==> config.mk <==
export PLATFORM = sky130hd
export DESIGN_NAME = gpio_irq_port
export DESIGN_NICKNAME = d
export VERILOG_FILES = /design/src/rtl/gpio_port_pkg.sv /design/src/rtl/gpio_sync.sv /design/src/rtl/gpio_irq_detect.sv /design/src/rtl/gpio_irq_port.sv
export SDC_FILE = /design/constraint.sdc
export NUM_CORES = 1
export LEC_CHECK = 0
export BUFFER_PORTS_ARGS = -buffer_cell sky130_fd_sc_hd__buf_2
export CAP_MARGIN = 40
export CORE_MARGIN = 5
export CORE_UTILIZATION = 54
export CTS_CLUSTER_SIZE = 30
export DETAILED_ROUTE_END_ITERATION = 6
export GPL_TIMING_DRIVEN = 0
export HOLD_SLACK_MARGIN = 0.1
export PLACE_DENSITY = 0.78
export SETUP_SLACK_MARGIN = 0.4
export SYNTH_ARGS = -nofsm -noshare
export SYNTH_HDL_FRONTEND = slang
export SYNTH_SLANG_ARGS = --single-unit
==> constraint.sdc <==
create_clock -name clk -period 2.3 [get_ports clk]
set_input_delay 0.46 -clock clk [delete_from_list [all_inputs] [get_ports clk]]
set_output_delay 0.46 -clock clk [all_outputs]
set_load 0.1 [all_outputs]
==> src/rtl/gpio_port_pkg.sv <==
package gpio_port_pkg;
  localparam int unsigned OFS_DOUT  = 32'h00;
  localparam int unsigned OFS_DIN   = 32'h04;
  localparam int unsigned OFS_BYP   = 32'h0C;
  localparam int unsigned OFS_SET   = 32'h10;
  localparam int unsigned OFS_CLR   = 32'h14;
  localparam int unsigned OFS_PEN   = 32'h18;
  localparam int unsigned OFS_PUP   = 32'h1C;
  localparam int unsigned OFS_IEN   = 32'h20;
  localparam int unsigned OFS_RAW   = 32'h24;
  localparam int unsigned OFS_MSKD  = 32'h28;
  localparam int unsigned OFS_IMASK = 32'h2C;
  localparam int unsigned OFS_ACK   = 32'h30;
  localparam int unsigned OFS_LVL   = 32'h34;
  localparam int unsigned OFS_BOTH  = 32'h38;
  localparam int unsigned OFS_POL   = 32'h3C;
endpackage

==> src/rtl/gpio_sync.sv <==
module gpio_sync #(
  parameter int unsigned W = 32
) (
  input  logic         clk,
  input  logic         rst_n,
  input  logic [W-1:0] d,
  output logic [W-1:0] q
);
  logic [W-1:0] stage1_q;
  logic [W-1:0] stage2_q;

  always_ff @(posedge clk or negedge rst_n) begin
    if (!rst_n) begin
      stage1_q <= '0;
      stage2_q <= '0;
    end else begin
      stage1_q <= d;
      stage2_q <= stage1_q;
    end
  end

  assign q = stage2_q;

  // second stage always carries the first stage one cycle late
  a_r3_two_stage: assert property (@(posedge clk) disable iff (!rst_n)
    1'b1 |=> (stage2_q == $past(stage1_q)));
endmodule

==> src/rtl/gpio_irq_detect.sv <==
module gpio_irq_detect #(
  parameter int unsigned W = 32
) (
  input  logic         clk,
  input  logic         rst_n,
  input  logic [W-1:0] pin_s,
  input  logic [W-1:0] en,
  input  logic [W-1:0] lvl,
  input  logic [W-1:0] both,
  input  logic [W-1:0] pol,
  input  logic [W-1:0] ack,
  output logic [W-1:0] raw
);
  logic [W-1:0] prev_q;
  logic [W-1:0] edge_q;
  logic [W-1:0] edge_d;
  logic [W-1:0] set_ev;

  for (genvar i = 0; i < W; i++) begin : g_pin
    logic rise;
    logic fall;
    assign rise      = pin_s[i] & ~prev_q[i];
    assign fall      = ~pin_s[i] & prev_q[i];
    assign set_ev[i] = en[i] & ~lvl[i] & (both[i] ? (rise | fall) : (pol[i] ? fall : rise));
    assign raw[i]    = en[i] & (lvl[i] ? (pin_s[i] ^ pol[i]) : edge_q[i]);
  end

  always_comb begin
    edge_d = (edge_q & ~ack) | set_ev;
  end

  always_ff @(posedge clk or negedge rst_n) begin
    if (!rst_n) begin
      prev_q <= '0;
      edge_q <= '0;
    end else begin
      prev_q <= pin_s;
      edge_q <= edge_d;
    end
  end

  // a latched edge only drops where an acknowledge was written
  a_r6_edge_sticky: assert property (@(posedge clk) disable iff (!rst_n)
    1'b1 |=> (($past(edge_q) & ~$past(ack) & ~edge_q) == '0));

  // acknowledged bits with no competing event are gone next cycle
  a_r9_ack_clears: assert property (@(posedge clk) disable iff (!rst_n)
    1'b1 |=> ((edge_q & $past(ack) & ~$past(set_ev)) == '0));
endmodule

==> src/rtl/gpio_irq_port.sv <==
module gpio_irq_port
  import gpio_port_pkg::*;
#(
  parameter int unsigned NPINS  = 32,
  parameter int unsigned ADDR_W = 8
) (
  input  logic              clk,
  input  logic              rst_n,
  input  logic              wr_en,
  input  logic [ADDR_W-1:0] addr,
  input  logic [NPINS-1:0]  wdata,
  output logic [NPINS-1:0]  rdata,
  input  logic [NPINS-1:0]  pins_in,
  output logic [NPINS-1:0]  pins_out,
  output logic [NPINS-1:0]  pull_en_o,
  output logic [NPINS-1:0]  pull_up_o,
  output logic              irq_o
);
  localparam logic [ADDR_W-1:0] A_DOUT  = ADDR_W'(OFS_DOUT);
  localparam logic [ADDR_W-1:0] A_DIN   = ADDR_W'(OFS_DIN);
  localparam logic [ADDR_W-1:0] A_BYP   = ADDR_W'(OFS_BYP);
  localparam logic [ADDR_W-1:0] A_SET   = ADDR_W'(OFS_SET);
  localparam logic [ADDR_W-1:0] A_CLR   = ADDR_W'(OFS_CLR);
  localparam logic [ADDR_W-1:0] A_PEN   = ADDR_W'(OFS_PEN);
  localparam logic [ADDR_W-1:0] A_PUP   = ADDR_W'(OFS_PUP);
  localparam logic [ADDR_W-1:0] A_IEN   = ADDR_W'(OFS_IEN);
  localparam logic [ADDR_W-1:0] A_RAW   = ADDR_W'(OFS_RAW);
  localparam logic [ADDR_W-1:0] A_MSKD  = ADDR_W'(OFS_MSKD);
  localparam logic [ADDR_W-1:0] A_IMASK = ADDR_W'(OFS_IMASK);
  localparam logic [ADDR_W-1:0] A_ACK   = ADDR_W'(OFS_ACK);
  localparam logic [ADDR_W-1:0] A_LVL   = ADDR_W'(OFS_LVL);
  localparam logic [ADDR_W-1:0] A_BOTH  = ADDR_W'(OFS_BOTH);
  localparam logic [ADDR_W-1:0] A_POL   = ADDR_W'(OFS_POL);

  logic [NPINS-1:0] out_q, out_d;
  logic [NPINS-1:0] pen_q, pen_d;
  logic [NPINS-1:0] pup_q, pup_d;
  logic [NPINS-1:0] ien_q, ien_d;
  logic [NPINS-1:0] imask_q, imask_d;
  logic [NPINS-1:0] lvl_q, lvl_d;
  logic [NPINS-1:0] both_q, both_d;
  logic [NPINS-1:0] pol_q, pol_d;
  logic [NPINS-1:0] ack;
  logic [NPINS-1:0] pin_s;
  logic [NPINS-1:0] raw;
  logic [NPINS-1:0] masked;

  gpio_sync #(.W(NPINS)) u_sync (
    .clk  (clk),
    .rst_n(rst_n),
    .d    (pins_in),
    .q    (pin_s)
  );

  gpio_irq_detect #(.W(NPINS)) u_detect (
    .clk  (clk),
    .rst_n(rst_n),
    .pin_s(pin_s),
    .en   (ien_q),
    .lvl  (lvl_q),
    .both (both_q),
    .pol  (pol_q),
    .ack  (ack),
    .raw  (raw)
  );

  always_comb begin
    out_d   = out_q;
    pen_d   = pen_q;
    pup_d   = pup_q;
    ien_d   = ien_q;
    imask_d = imask_q;
    lvl_d   = lvl_q;
    both_d  = both_q;
    pol_d   = pol_q;
    ack     = '0;
    if (wr_en) begin
      case (addr)
        A_DOUT:  out_d   = wdata;
        A_SET:   out_d   = out_q | wdata;
        A_CLR:   out_d   = out_q & ~wdata;
        A_PEN:   pen_d   = wdata;
        A_PUP:   pup_d   = wdata;
        A_IEN:   ien_d   = wdata;
        A_IMASK: imask_d = wdata;
        A_ACK:   ack     = wdata;
        A_LVL:   lvl_d   = wdata;
        A_BOTH:  both_d  = wdata;
        A_POL:   pol_d   = wdata;
        default: ;
      endcase
    end
  end

  always_ff @(posedge clk or negedge rst_n) begin
    if (!rst_n) begin
      out_q   <= '0;
      pen_q   <= '0;
      pup_q   <= '0;
      ien_q   <= '0;
      imask_q <= '0;
      lvl_q   <= '0;
      both_q  <= '0;
      pol_q   <= '0;
    end else begin
      out_q   <= out_d;
      pen_q   <= pen_d;
      pup_q   <= pup_d;
      ien_q   <= ien_d;
      imask_q <= imask_d;
      lvl_q   <= lvl_d;
      both_q  <= both_d;
      pol_q   <= pol_d;
    end
  end

  assign masked = raw & ~imask_q;

  always_comb begin
    case (addr)
      A_DOUT:  rdata = out_q;
      A_DIN:   rdata = pin_s;
      A_BYP:   rdata = pins_in;
      A_PEN:   rdata = pen_q;
      A_PUP:   rdata = pup_q;
      A_IEN:   rdata = ien_q;
      A_RAW:   rdata = raw;
      A_MSKD:  rdata = masked;
      A_IMASK: rdata = imask_q;
      A_LVL:   rdata = lvl_q;
      A_BOTH:  rdata = both_q;
      A_POL:   rdata = pol_q;
      default: rdata = '0;
    endcase
  end

  assign pins_out  = out_q;
  assign pull_en_o = pen_q;
  assign pull_up_o = pup_q;
  assign irq_o     = |masked;

  // bits written as 1 to the set alias are high on the outputs next cycle
  a_r2_set_alias: assert property (@(posedge clk) disable iff (!rst_n)
    (wr_en && addr == A_SET) |=> ((pins_out & $past(wdata)) == $past(wdata)));

  // bits written as 1 to the clear alias are low on the outputs next cycle
  a_r2_clr_alias: assert property (@(posedge clk) disable iff (!rst_n)
    (wr_en && addr == A_CLR) |=> ((pins_out & $past(wdata)) == '0));

  // a pin with detection disabled never shows in the masked status
  a_r5_disabled_quiet: assert property (@(posedge clk) disable iff (!rst_n)
    ((masked & ~ien_q) == '0));
endmodule

======== Word level (Yosys, flattened, before mapping) ========
Index checks and enable logic that the tools add are counted.
cells by class
  reduce and logical (&&, ||, !) cells .... 11
  multiply operators ...................... 0
  $lt $le $gt $ge ......................... 0
  mux-type cells .......................... 100
  bitwise logic cells ..................... 328
  divide/modulo/power cells ............... 0
  shifts and indexed selects .............. 0
  equality and inequality tests ........... 14
  add/subtract/negate cells ............... 0
operators with widths
  operator                                              count
  case mux 32 bit (12 select lines)                     1
  AND 1 bit                                             160
  AND 32 bit                                            3
  2-to-1 mux 1 bit                                      96
  NOT 1 bit                                             96
  NOT 32 bit                                            3
  case mux 32 bit (3 select lines)                      1
  equality test 8 x 6 -> 1 bit (second input constant)  8
  2-to-1 mux 32 bit                                     2
  OR 32 bit                                             2
  equality test 8 x 5 -> 1 bit (second input constant)  4
  OR 1 bit                                              32
  OR reduction 32 bit                                   1
  XOR 1 bit                                             32
  AND reduction 2 bit                                   8
  equality test 8 x 3 -> 1 bit (second input constant)  1
  equality test 8 x 4 -> 1 bit (second input constant)  1
  zero test 8 bit                                       1
  nonzero test 3 bit                                    1
storage, ports and cells
  latch bits .............................. 0
  output and inout bits ................... 129
  memory bits (read-only) ................. 0
  register bits after elaboration ......... 384
  RAM bits ................................ 0
  input port bits ......................... 75
  memories kept ........................... 0
  logic and storage cells ................. 465

======== Longest topological paths before layout ========
Gate-level depths: netlist of the first run.
  depth in word-level cells ............... 6
  gate-level depth with buffers ........... 9
  mapped depth without buffers ............ 6

======== Cells and area by module ========
From an unflattened synthesis of the first run, not the netlist that was laid out.
second synthesis, totals
  cell total of the unflattened synthesis .. 1737
  area, all modules ....................... 20038.0 µm²
by module, submodules not included
  module           sequential area each (µm²)  times used  area each (µm²)  cells each
  gpio_irq_port    6406.1                      1           14072.2          1193
  gpio_irq_detect  1601.5                      1           4364.2           480
  gpio_sync        1601.5                      1           1601.5           64

======== Worst setup path before layout of the first run ========
OpenSTA, ideal clock, no wires.
  path kind ............................... input to output
  start point ............................. input addr[2]
  end point ............................... output rdata[21]
  arrival ................................. 3723 ps
  required time ........................... 1840 ps
  stages .................................. 7
  setup slack ............................. -1883 ps
  buffers on the path ..................... 2
  cell sequence ........................... buf_2 > nor4b_4 > nand2_1 > clkbuf_1 > o21ai_0 > a21oi_1 > o21ai_0
on the way
  word-level cells in the longest chain between the ends .. 2
  elaborated cells between the ends (all ways) .. 13
  classes of those cells .................. 11 x eq/ne; 1 x mux; 1 x reduce/logical
RTL lines
  item                                                  RTL line              source
  from (decl)                                           gpio_irq_port.sv:10   input logic [ADDR_W-1:0] addr,
  equality test 8 x 6 -> 1 bit (tied with other cells)  gpio_irq_port.sv:120  case (addr)
  case mux 32 bit (12 select lines) (*)                 gpio_irq_port.sv:120
  to (decl)                                             gpio_irq_port.sv:12   output logic [NPINS-1:0] rdata,
Every way passes the cells marked *; elsewhere a longest branch is shown, timed or not.

======== Final worst setup path of the first run ========
  start point ............................. register pol_q[30]
  end point ............................... output irq_o
on the way
  word-level cells in the longest chain between the ends .. 5
RTL lines
  item                    RTL line               source
  from (decl)             gpio_irq_port.sv:42    logic [NPINS-1:0] pol_q, pol_d;
  from (signal assigned)  gpio_irq_port.sv:113   pol_q <= pol_d;
  XOR 1 bit               gpio_irq_detect.sv:25  assign raw[i] = en[i] & (lvl[i] ? (pin_s[i] ^ pol[i]) : edge_q[i]);
  2-to-1 mux 1 bit        gpio_irq_detect.sv:25
  AND 1 bit               gpio_irq_detect.sv:25
  AND 32 bit              gpio_irq_port.sv:117   assign masked = raw & ~imask_q;
  OR reduction 32 bit     gpio_irq_port.sv:140   assign irq_o = |masked;
  to (decl)               gpio_irq_port.sv:17    output logic irq_o
Every way passes these cells.

==> results.md, run 1 <==
* CTS tree: done
* Sw power at 5608 uW
* Clk sinks at 384
* Slew Limit Fails at 0
* Critical path fanouts, max at 5
* Initial antenna violation count at 3
* Total length of routed wires at 78.68 mm
* # rows at 68
* Dpl cells at 2249
* Slew margin rel. at 49.03%
* Final hold vios at 60
* Syn. warnings at 0
* Mapped cell area at 19070 sq um
* Fillers at 1932
* Synth area leaders: dfrtp_1, mux2_2, ha_1
* Post-synth EDFFs at 0
* Clock-pin transition on the worst setup and hold timing paths at 0.07 ns
* CTS Buf Count at 41
* Syn_area_per_cell at 11.82 sq um
* Met1 GRT Util at 43.65%
* DP HPWL at 42.91 mm
* Slew at the pin with the worst max-slew slack at 0.7452 ns
* Die Y at 197.9 um
* IO buf count at 169
* Clock power frac at 40.3%
* Vias at 17130
* Crit path buf inv count at 1
* Busiest grt layer: met2
* N_diodes at 0
* Area Growth Syn to Fin at 38.40%
* Met3 GRT Util at 10.28%
* Finished Layout Cells at 2468
* Area taken by multi-input logic gates at 9901 sq um
* Post-CTS Hold Fix Bufs at 32
* #FFs+latches synth at 384
* Reg2reg setup slack at 0.47 ns
* Comb power frac at 17.4%
* CP delay by family, top: compound AO/OA/AOI/OAI gates
* Static Leakage at 0.01278 uW
* Primary FF master, synth: dfrtp_1
* Tot GR Track Use at 34.69%
* Drt first pass iters at 6
* Crit path kind: flop to output port
* Hold WC Path Type: input pin to asynchronous set/reset pin
* Die area at 39170 sq um
* PnR worst setup slack at -0.9574 ns
* Async set-reset flop share out of synthesis at 100.0%
* Area share of the largest cell type after synthesis at 50.39%
* WHS at -0.1588 ns
* Tcrit/Tclk final at 141.6%
* VDD IR max at 538.2 uV
* Max Root-Sink Buffers at 3
* Startpoint types: flop
* Max Fclk at 0.3070 GHz
* Vias in the first global route at 16910
* Critical-path cell list: xnor2_2 > a211oi_2 > a311o_1 > a211oi_1 > nand4_1 > buf_12
* Core Footprint at 34710 sq um
* Finish-stage setup viols at 33
* Routed Antenna Nets at 0
* Clock Latency Late Sink at 0.54 ns
* Starting Density at 54.93%
* # IOs at 204
* Post-route DRC at 0
* RD Place Congestion at 0.9142
* Reg area at 9618 sq um
* Sequential Power Share at 42.3%
* Fin nets at 2121
* Wire length per cell at 31.88 um
* Sw frac at 30.36%
* Critical Path End Type: output port
* Worst clock skew at 0.01309 ns
* Status: finished with violations
* Required time of the critical path at 1.84 ns
* Net count after synthesis at 1753
* Drt first-iter violations at 2638
* Failing checks: negative hold slack, negative setup slack
* Final TNS setup at -22.12 ns
* Share of post-route cells with drive strength above 1 at 41.83%
* Congestion Overflow GR at 0
* GRT met2 Usage at 53.79%
* Root buf cell: clkbuf_16
* CP max stage delay at 0.50 ns
* Largest net degree at the start of global routing at 104
* First-pass GRT wire length at 103.1 mm
* H-tree depth at 2
* Synthesized instance count at 1614
* Max Cap Violations at 0
* Vias/cell at 6.941
* Int Power at 12860 uW
* RSZ-0062 raised after global routing: yes
* Worst EP arrival at 2.80 ns
* Cell at the slowest stage of the critical path: dfrtp_1
* Post-synthesis sequential area ratio at 50.39%
* Post-layout minimum cycle time at 3.257 ns
* Pwr Density at 699.7 nW/um^2
* Die width at 197.9 um
* Post-synth cell types at 64
* Dominant cell type by area after synthesis: dfrtp_1
-- final timing paths --
kind                               startpoint                   to  depth (start not counted)
setup / recovery                    pol_q[30]                irq_o                          6
hold / removal                          rst_n          pins_out[9]                          1
setup reg to reg                 u_sync.q[17]  u_detect.edge_q[17]                          5
hold reg to reg            u_sync.stage1_q[7]          u_sync.q[7]                          0
max in group asynchronous               rst_n         u_sync.q[15]                          4
min in group clk           u_sync.stage1_q[7]          u_sync.q[7]                          0
-- timing repair --
item                                    CTS  global route
gates cloned                              7             8
buffers inserted                         63            35
endpoints found under the setup margin  127           232
hold endpoints to repair                 92            60
resized for setup                       301           160
pin swaps                                42            50
-- power by group through the flow --
stage | Sequential (uW) | Clock [uW] | Combinational, uW
after floorplan | 8580 | 0 | 1150
after global placement | 7800 | 0 | 2600
after detailed placement | 7830 | 0 | 2700
after CTS | 7720 | 7330 | 2950
after global routing | 7850 | 7670 | 3340
final | 7820 | 7440 | 3210
-- cell families after synthesis --
family / count (synthesis) / share of synthesized area [%]
AO/OA/AOI/OAI: 413 / 15.46
buffers and inverters: 213 / 4.823
flip-flops: 384 / 50.39
XOR/XNOR: 32 / 1.470
multiplexers: 287 / 17.25
adder cells (fa/ha/maj): 64 / 4.199
AND/OR/NAND/NOR: 221 / 6.404
-- routing by layer --
metal | share of wire [%] | up-vias
met5 | 0.15 | -
met4 | 8.9 | 8
met3 | 13 | 527
met2 | 44 | 1438
met1 | 34 | 8478
li1 | - | 6680
-- area by class of cell --
cell class	count	share of cell area, %
Tap cell	455	2.157
Multi-Input combinational cell	1017	37.51
Inverter	106	1.508
Clock inverter	13	0.9481
Timing Repair Buffer	325	12.43
Clock buffer	61	4.712
Sequential cell	384	36.44
Buffer	107	4.290
-- synthesized netlist by cell type (all sizes together) (11+ instances only) --
| cell type | count |
|---|---|
| mux2i | 44 |
| a21o | 11 |
| clkbuf | 61 |
| ha | 64 |
| a211oi | 34 |
| inv | 106 |
| o21ai | 89 |
| nand3 | 22 |
| and3 | 12 |
| a22o | 66 |
| nor2 | 58 |
| a21oi | 73 |
| mux2 | 243 |
| buf | 46 |
| nand2 | 54 |
| a221oi | 32 |
| dfrtp | 384 |
| a2111oi | 31 |
| nor2b | 42 |
| a32o | 26 |
| xnor2 | 29 |
| a22oi | 20 |
-- worst reg2reg max path, cell delays in order, from the launching register on --
cell,delay [ns]
dfrtp_1,0.44
ha_1,0.20
nor2b_1,0.17
a211oi_1,0.09
a2111oi_0,0.70
a21o_1,0.17
-- cells in the final DEF (no fill, tap or decap), types with 62 or more instances in the layout --
cell type / Yosys / layout
a21oi_1: 73 / 67
a22o_1: 66 / 62
buf_2: 27 / 111
buf_4: 9 / 75
dfrtp_1: 384 / 377
ha_1: 64 / 64
inv_1: 106 / 106
mux2_2: 177 / 176
mux2_4: 30 / 66
o21ai_0: 89 / 70
-- stage by stage --
stage | utilization [%] | total power [uW] | cell area (sq um) | setup WS [ns]
detailed placement | 62.03 | 10530 | 21530 | -1.450
finish | 76.03 | 18470 | 26390 | -0.9574
global route | 76.03 | 18850 | 26390 | -0.9329
floorplan | - | 9727 | 19920 | -1.040
CTS | 72.75 | 18000 | 25260 | -0.7293
global placement | 61.47 | 10400 | 21340 | -6.685
(Power assumes the default switching activity.)
==> run 2: changes to the inputs <==
Settings changed: PLACE_DENSITY 0.78 to not set, PLACE_DENSITY_LB_ADDON set to 0.12.
==> run 2 against run 1 <==
Effect of this change: via count decreased by 7.3%; sequential share of layout area grew 0.42 points; final cell count decreased by 0.20%; die area stayed put; largest power group unchanged; critical path type unchanged; largest cell class unchanged; worst hold slack better by 0.51 ns; the flow finishes with violations (negative setup slack); register-to-register slack improved by 0.21 ns.
==> results.md, run 2 (same netlist as run 1, synthesis figures left out) <==
* Routed Antenna Nets at 0
* Pwr Density at 678.5 nW/um^2
* # IOs at 204
* IO buf count at 169
* Area Growth Syn to Fin at 36.75%
* Critical-path cell list: xor2_1 > o2111a_2 > a2111oi_4 > buf_2 > and4_4 > nand4_1 > buf_12
* Die width at 197.9 um
* Share of post-route cells with drive strength above 1 at 40.01%
* Max Root-Sink Buffers at 3
* Startpoint types: flop
* Slew Limit Fails at 0
* Crit path kind: flop to output port
* Reg2reg setup slack at 0.68 ns
* Root buf cell: clkbuf_16
* Static Leakage at 0.01265 uW
* Post-route DRC at 0
* Critical Path End Type: output port
* Wire length per cell at 28.10 um
* RSZ-0062 raised after global routing: yes
* Reg2reg start: u_sync.q[6]
* Finish-stage setup viols at 33
* Drt first-iter violations at 1611
* Worst EP arrival at 2.75 ns
* Largest net degree at the start of global routing at 123
* Clock-pin transition on the worst setup and hold timing paths at 0.06 ns
* Min-Delay Endpoint: u_sync.q[28]
* Congestion Overflow GR at 0
* Total length of routed wires at 69.20 mm
* Drt first pass iters at 6
* Slew at the pin with the worst max-slew slack at 0.7246 ns
* Die area at 39170 sq um
* Vias in the first global route at 15590
* Met3 GRT Util at 7.232%
* GRT met2 Usage at 50.97%
* Hold_sp: u_sync.stage1_q[28]
* # rows at 68
* VDD IR max at 746.7 uV
* Tot GR Track Use at 33.43%
* Finished Core Util at 75.12%
* Reg-to-Reg End: u_detect.edge_q[6]
* CTS tree: done
* WHS at 0.3474 ns
* Core Footprint at 34710 sq um
* H-tree depth at 2
* Critical path fanouts, max at 2
* Failing checks: negative setup slack
* DP HPWL at 42.62 mm
* Met1 GRT Util at 47.20%
* Clock Latency Late Sink at 0.55 ns
* Final hold vios at 0
* Crit path buf inv count at 2
* Max Cap Violations at 0
* PnR worst setup slack at -0.9083 ns
* Cell at the slowest stage of the critical path: dfrtp_1
* CP delay by family, top: compound AO/OA/AOI/OAI gates
* Slew margin rel. at 51.57%
* Clk sinks at 384
* Post-layout minimum cycle time at 3.208 ns
* Fin nets at 2117
* Die Y at 197.9 um
* Busiest grt layer: met2
* Vias/cell at 6.447
* Required time of the critical path at 1.84 ns
* Worst clock skew at 0.01550 ns
* CTS Buf Count at 40
* Tcrit/Tclk final at 139.5%
* Reg2Reg Depth at 5
* Starting Density at 54.93%
* Status: finished with violations
* CP max stage delay at 0.41 ns
* Most frequent cells in the layout: dfrtp_1, mux2_2, buf_2
* First-pass GRT wire length at 98.96 mm
* Initial antenna violation count at 1
* Commonest non-fill, non-tap cell in the layout: dfrtp_1
* Vias at 15880
* Hold depth at 0
* RD Place Congestion at 0.9356
* Max Fclk at 0.3117 GHz
* Hold WC Path Type: flop to flop
==> run 2: layout make-up <==
type,instances,area [sq um]
Multi-Input combinational cell,1017,9713
Sequential cell,384,9613
Fill cell,2222,8636
Timing Repair Buffer,322,3297
Clock buffer,57,1207
Buffer,107,1094
Tap cell,455,569.3
Inverter,106,397.9
Clock inverter,14,183.9
Antenna cell,1,2.502
==> run 2: what timing repair did <==
action	in CTS	in global routing
hold buffers	33	0
hold endpoints to repair	70	0
gates resized for setup	341	100
gates cloned	7	8
pin swaps	42	35
setup buffers	71	22
setup endpoints to repair	116	273
==> run 2: worst max-delay path by stage <==
stage / startpoint / to / slack (ns) / depth (start not counted)
after detailed placement: addr[3] / rdata[23] / -1.49 / 9
after CTS: u_sync.q[21] / irq_o / -0.82 / 8
after floorplan: addr[6] / rdata[17] / -1.04 / 6
after global placement: rst_n / pull_en_o[19] / -6.85 / 1
after global routing: u_sync.q[0] / irq_o / -0.94 / 6
final: pol_q[13] / irq_o / -0.91 / 7
==> run 2: where the power goes <==
| group | total, uW | internal [uW] | leakage [uW] | switching (uW) |
|---|---|---|---|---|
| clock network | 6900 | 4100 | 0.000690 | 2800 |
| registers | 7760 | 7270 | 0.00505 | 490 |
| logic | 3040 | 1020 | 0.00691 | 2010 |
==> run 2: per-layer routing <==
| layer | routed length [um] | part of all wire [%] |
|---|---|---|
| met1 | 27480 | 40 |
| met2 | 31420 | 45 |
| met3 | 7067 | 10 |
| met4 | 3234 | 4.7 |
| met5 | 0 | 0 |
==> run 2: through the flow <==
step / TNS [ns] / total power, uW / instance area [sq um] / instances / setup WS (ns)
after floorplan: -14.46 / 9727 / 19920 / 1614 / -1.040
after global placement: -2686.61 / 10410 / 21340 / 2238 / -6.851
after detailed placement: -78.42 / 10520 / 21520 / 2250 / -1.485
after CTS: -13.96 / 17580 / 25300 / 2432 / -0.8234
after global routing: -16.75 / 18230 / 26080 / 2462 / -0.9417
final: -15.89 / 17690 / 26080 / 2463 / -0.9083
==> run 3: changes to the inputs <==
Settings changed: CORE_UTILIZATION 54 to 35.
==> run 3 against run 2 <==
Effect of this change: the run ends with negative hold slack, negative setup slack left; clock power up 3.2%; clock-buffer cell count rose by 17; critical path depth shrank 1; sequential share of layout area down 1.2 points; final cell count increased by 11%; power is 1.7% higher; die area is 51% higher; non-clock buffer count grew 21; maximum frequency up 6.9%; via count down 3.5%.
==> results.md, run 3 (same netlist as run 1, synthesis figures left out) <==
* Wire length per cell at 27.51 um
* Slew Limit Fails at 0
* PnR worst setup slack at -0.7002 ns
* Vias/cell at 5.604
* Post-layout minimum cycle time at 3.000 ns
* VDD IR max at 588.2 uV
* Worst EP arrival at 2.54 ns
* Most frequent cells in the layout: dfrtp_1, mux2_2, buf_4
* Routed Antenna Nets at 0
* Critical Path End Type: output port
* Crit path from: u_sync.q[24]
* DP HPWL at 48.44 mm
* Root buf cell: clkbuf_16
* Worst clock skew at 0.009155 ns
* # IOs at 204
* Clk sinks at 384
* Congestion Overflow GR at 0
* Post-route DRC at 0
* Required time of the critical path at 1.84 ns
* Largest net degree at the start of global routing at 112
* Slew margin rel. at 57.96%
* Comb power frac at 17.3%
* Post-CTS Hold Fix Bufs at 32
* Status: finished with violations
* Startpoint types: flop
* Finish-stage setup viols at 33
* Hold WC Path Type: input pin to asynchronous set/reset pin
* Final TNS setup at -15.13 ns
* Vias in the first global route at 15500
* IO buf count at 169
* Reg-to-Reg End: u_detect.edge_q[13]
* CTS tree: done
* Crit path kind: flop to output port
* Final hold vios at 69
* Max Root-Sink Buffers at 3
* Drt first-iter violations at 1369
* Clock Latency Late Sink at 0.59 ns
* CTS Buf Count at 45
* WHS at -0.1389 ns
* Tcrit/Tclk final at 130.4%
* Critical path fanouts, max at 5
* Total length of routed wires at 75.21 mm
* Vias at 15320
* Pwr Density at 666.7 nW/um^2
* First-pass GRT wire length at 107.8 mm
* Finished Core Util at 50.08%
* Static Leakage at 0.01284 uW
* Reg2Reg Depth at 6
* Share of post-route cells with drive strength above 1 at 42.07%
* Int Power at 12530 uW
* Tot GR Track Use at 24.47%
* Fin nets at 2143
* Starting Density at 35.37%
* Die area at 59250 sq um
* Max Cap Violations at 0
* Area Growth Syn to Fin at 41.59%
* RD Place Congestion at 0.8548
* Reg2reg setup slack at 0.74 ns
* Clock-pin transition on the worst setup and hold timing paths at 0.06 ns
* Max Fclk at 0.3333 GHz
* Slew at the pin with the worst max-slew slack at 0.6306 ns
* Clock power frac at 39.5%
* Reg2reg start: u_sync.q[13]
* Drt first pass iters at 5
* Pre-CTS WS at -1.746 ns
* Die Y at 243.4 um
* Failing checks: negative hold slack, negative setup slack
* RSZ-0062 raised after global routing: yes
* Initial antenna violation count at 1
* Commonest non-fill, non-tap cell in the layout: dfrtp_1
* Sequential Power Share at 43.2%
* Sw power at 5470 uW
* Sw frac at 30.39%
* # rows at 85
* Die width at 243.4 um
* Core Footprint at 53920 sq um
* H-tree depth at 2
## run 3: cell types whose count changed in the layout (fill, tap and decap cells not counted), sizes merged
cell	previous run	this run
clkbuf	142	152
dlygate4sd3	33	32
clkinvlp	1	0
inv	106	107
clkinv	9	5
bufinv	4	0
buf	311	340
## run 3: worst max-delay path by stage
stage / endpoint / slack [ns]
2_1_floorplan: rdata[17] / -1.04
3_3_place_gp: pull_en_o[18] / -7.24
3_5_place_dp: rdata[23] / -1.75
6_report: irq_o / -0.70
4_1_cts: irq_o / -0.72
5_1_grt: irq_o / -0.76
## run 3: worst max-delay path, cell delays in order (launching register included)
cell and delay [ns]:
dfrtp_1 0.45, xnor2_2 0.22, a2111oi_2 0.11, a2111oi_1 0.41, and4_4 0.34, nand4_1 0.18
buf_8 0.24
## run 3: routing by layer
metal  track usage [%]  wire [um]  vias to the layer above
met5                 0         11                        -
met4             8.278       2566                        2
met3             4.998       5683                      136
met2             38.13      34400                      574
met1             34.21      32560                     7883
li1                  -          -                     6727
## run 3: stage by stage
| step | power (uW) | std cells | instance area [sq um] | hold WS [ns] |
|---|---|---|---|---|
| 2_1_floorplan | 9727 | 1614 | 19920 | 0.1644 |
| 3_3_place_gp | 10490 | 2479 | 21640 | 0.3327 |
| 3_5_place_dp | 10570 | 2492 | 21850 | 0.3347 |
| 4_1_cts | 18020 | 2694 | 26130 | -0.1364 |
| 5_1_grt | 18650 | 2733 | 27000 | -0.09686 |
| 6_report | 18000 | 2734 | 27000 | -0.1389 |
## run 3: area by class of cell
| type | count | area, sq um |
|---|---|---|
| Sequential cell | 384 | 9619 |
| Fill cell | 4744 | 26920 |
| Inverter | 106 | 397.9 |
| Buffer | 107 | 1100 |
| Antenna cell | 1 | 2.502 |
| Tap cell | 696 | 870.8 |
| Timing Repair Buffer | 343 | 3592 |
| Multi-Input combinational cell | 1017 | 9967 |
| Clock inverter | 6 | 33.78 |
| Clock buffer | 74 | 1418 |
## run 3: power groups by stage
stage | Clock, uW | Sequential (uW) | Combinational [uW]
2_1_floorplan | 0 | 8580 | 1150
3_3_place_gp | 0 | 7840 | 2660
3_5_place_dp | 0 | 7850 | 2720
4_1_cts | 7220 | 7750 | 3050
5_1_grt | 7510 | 7840 | 3300
6_report | 7120 | 7780 | 3110
## run 3: timing repair
action / 4_1_cts / 5_1_grt
pin swaps: 51 / 49
gates resized for setup: 406 / 129
setup buffers: 82 / 36
endpoints found under the hold margin: 101 / 69
gates cloned: 8 / 3
setup endpoints to repair: 165 / 85
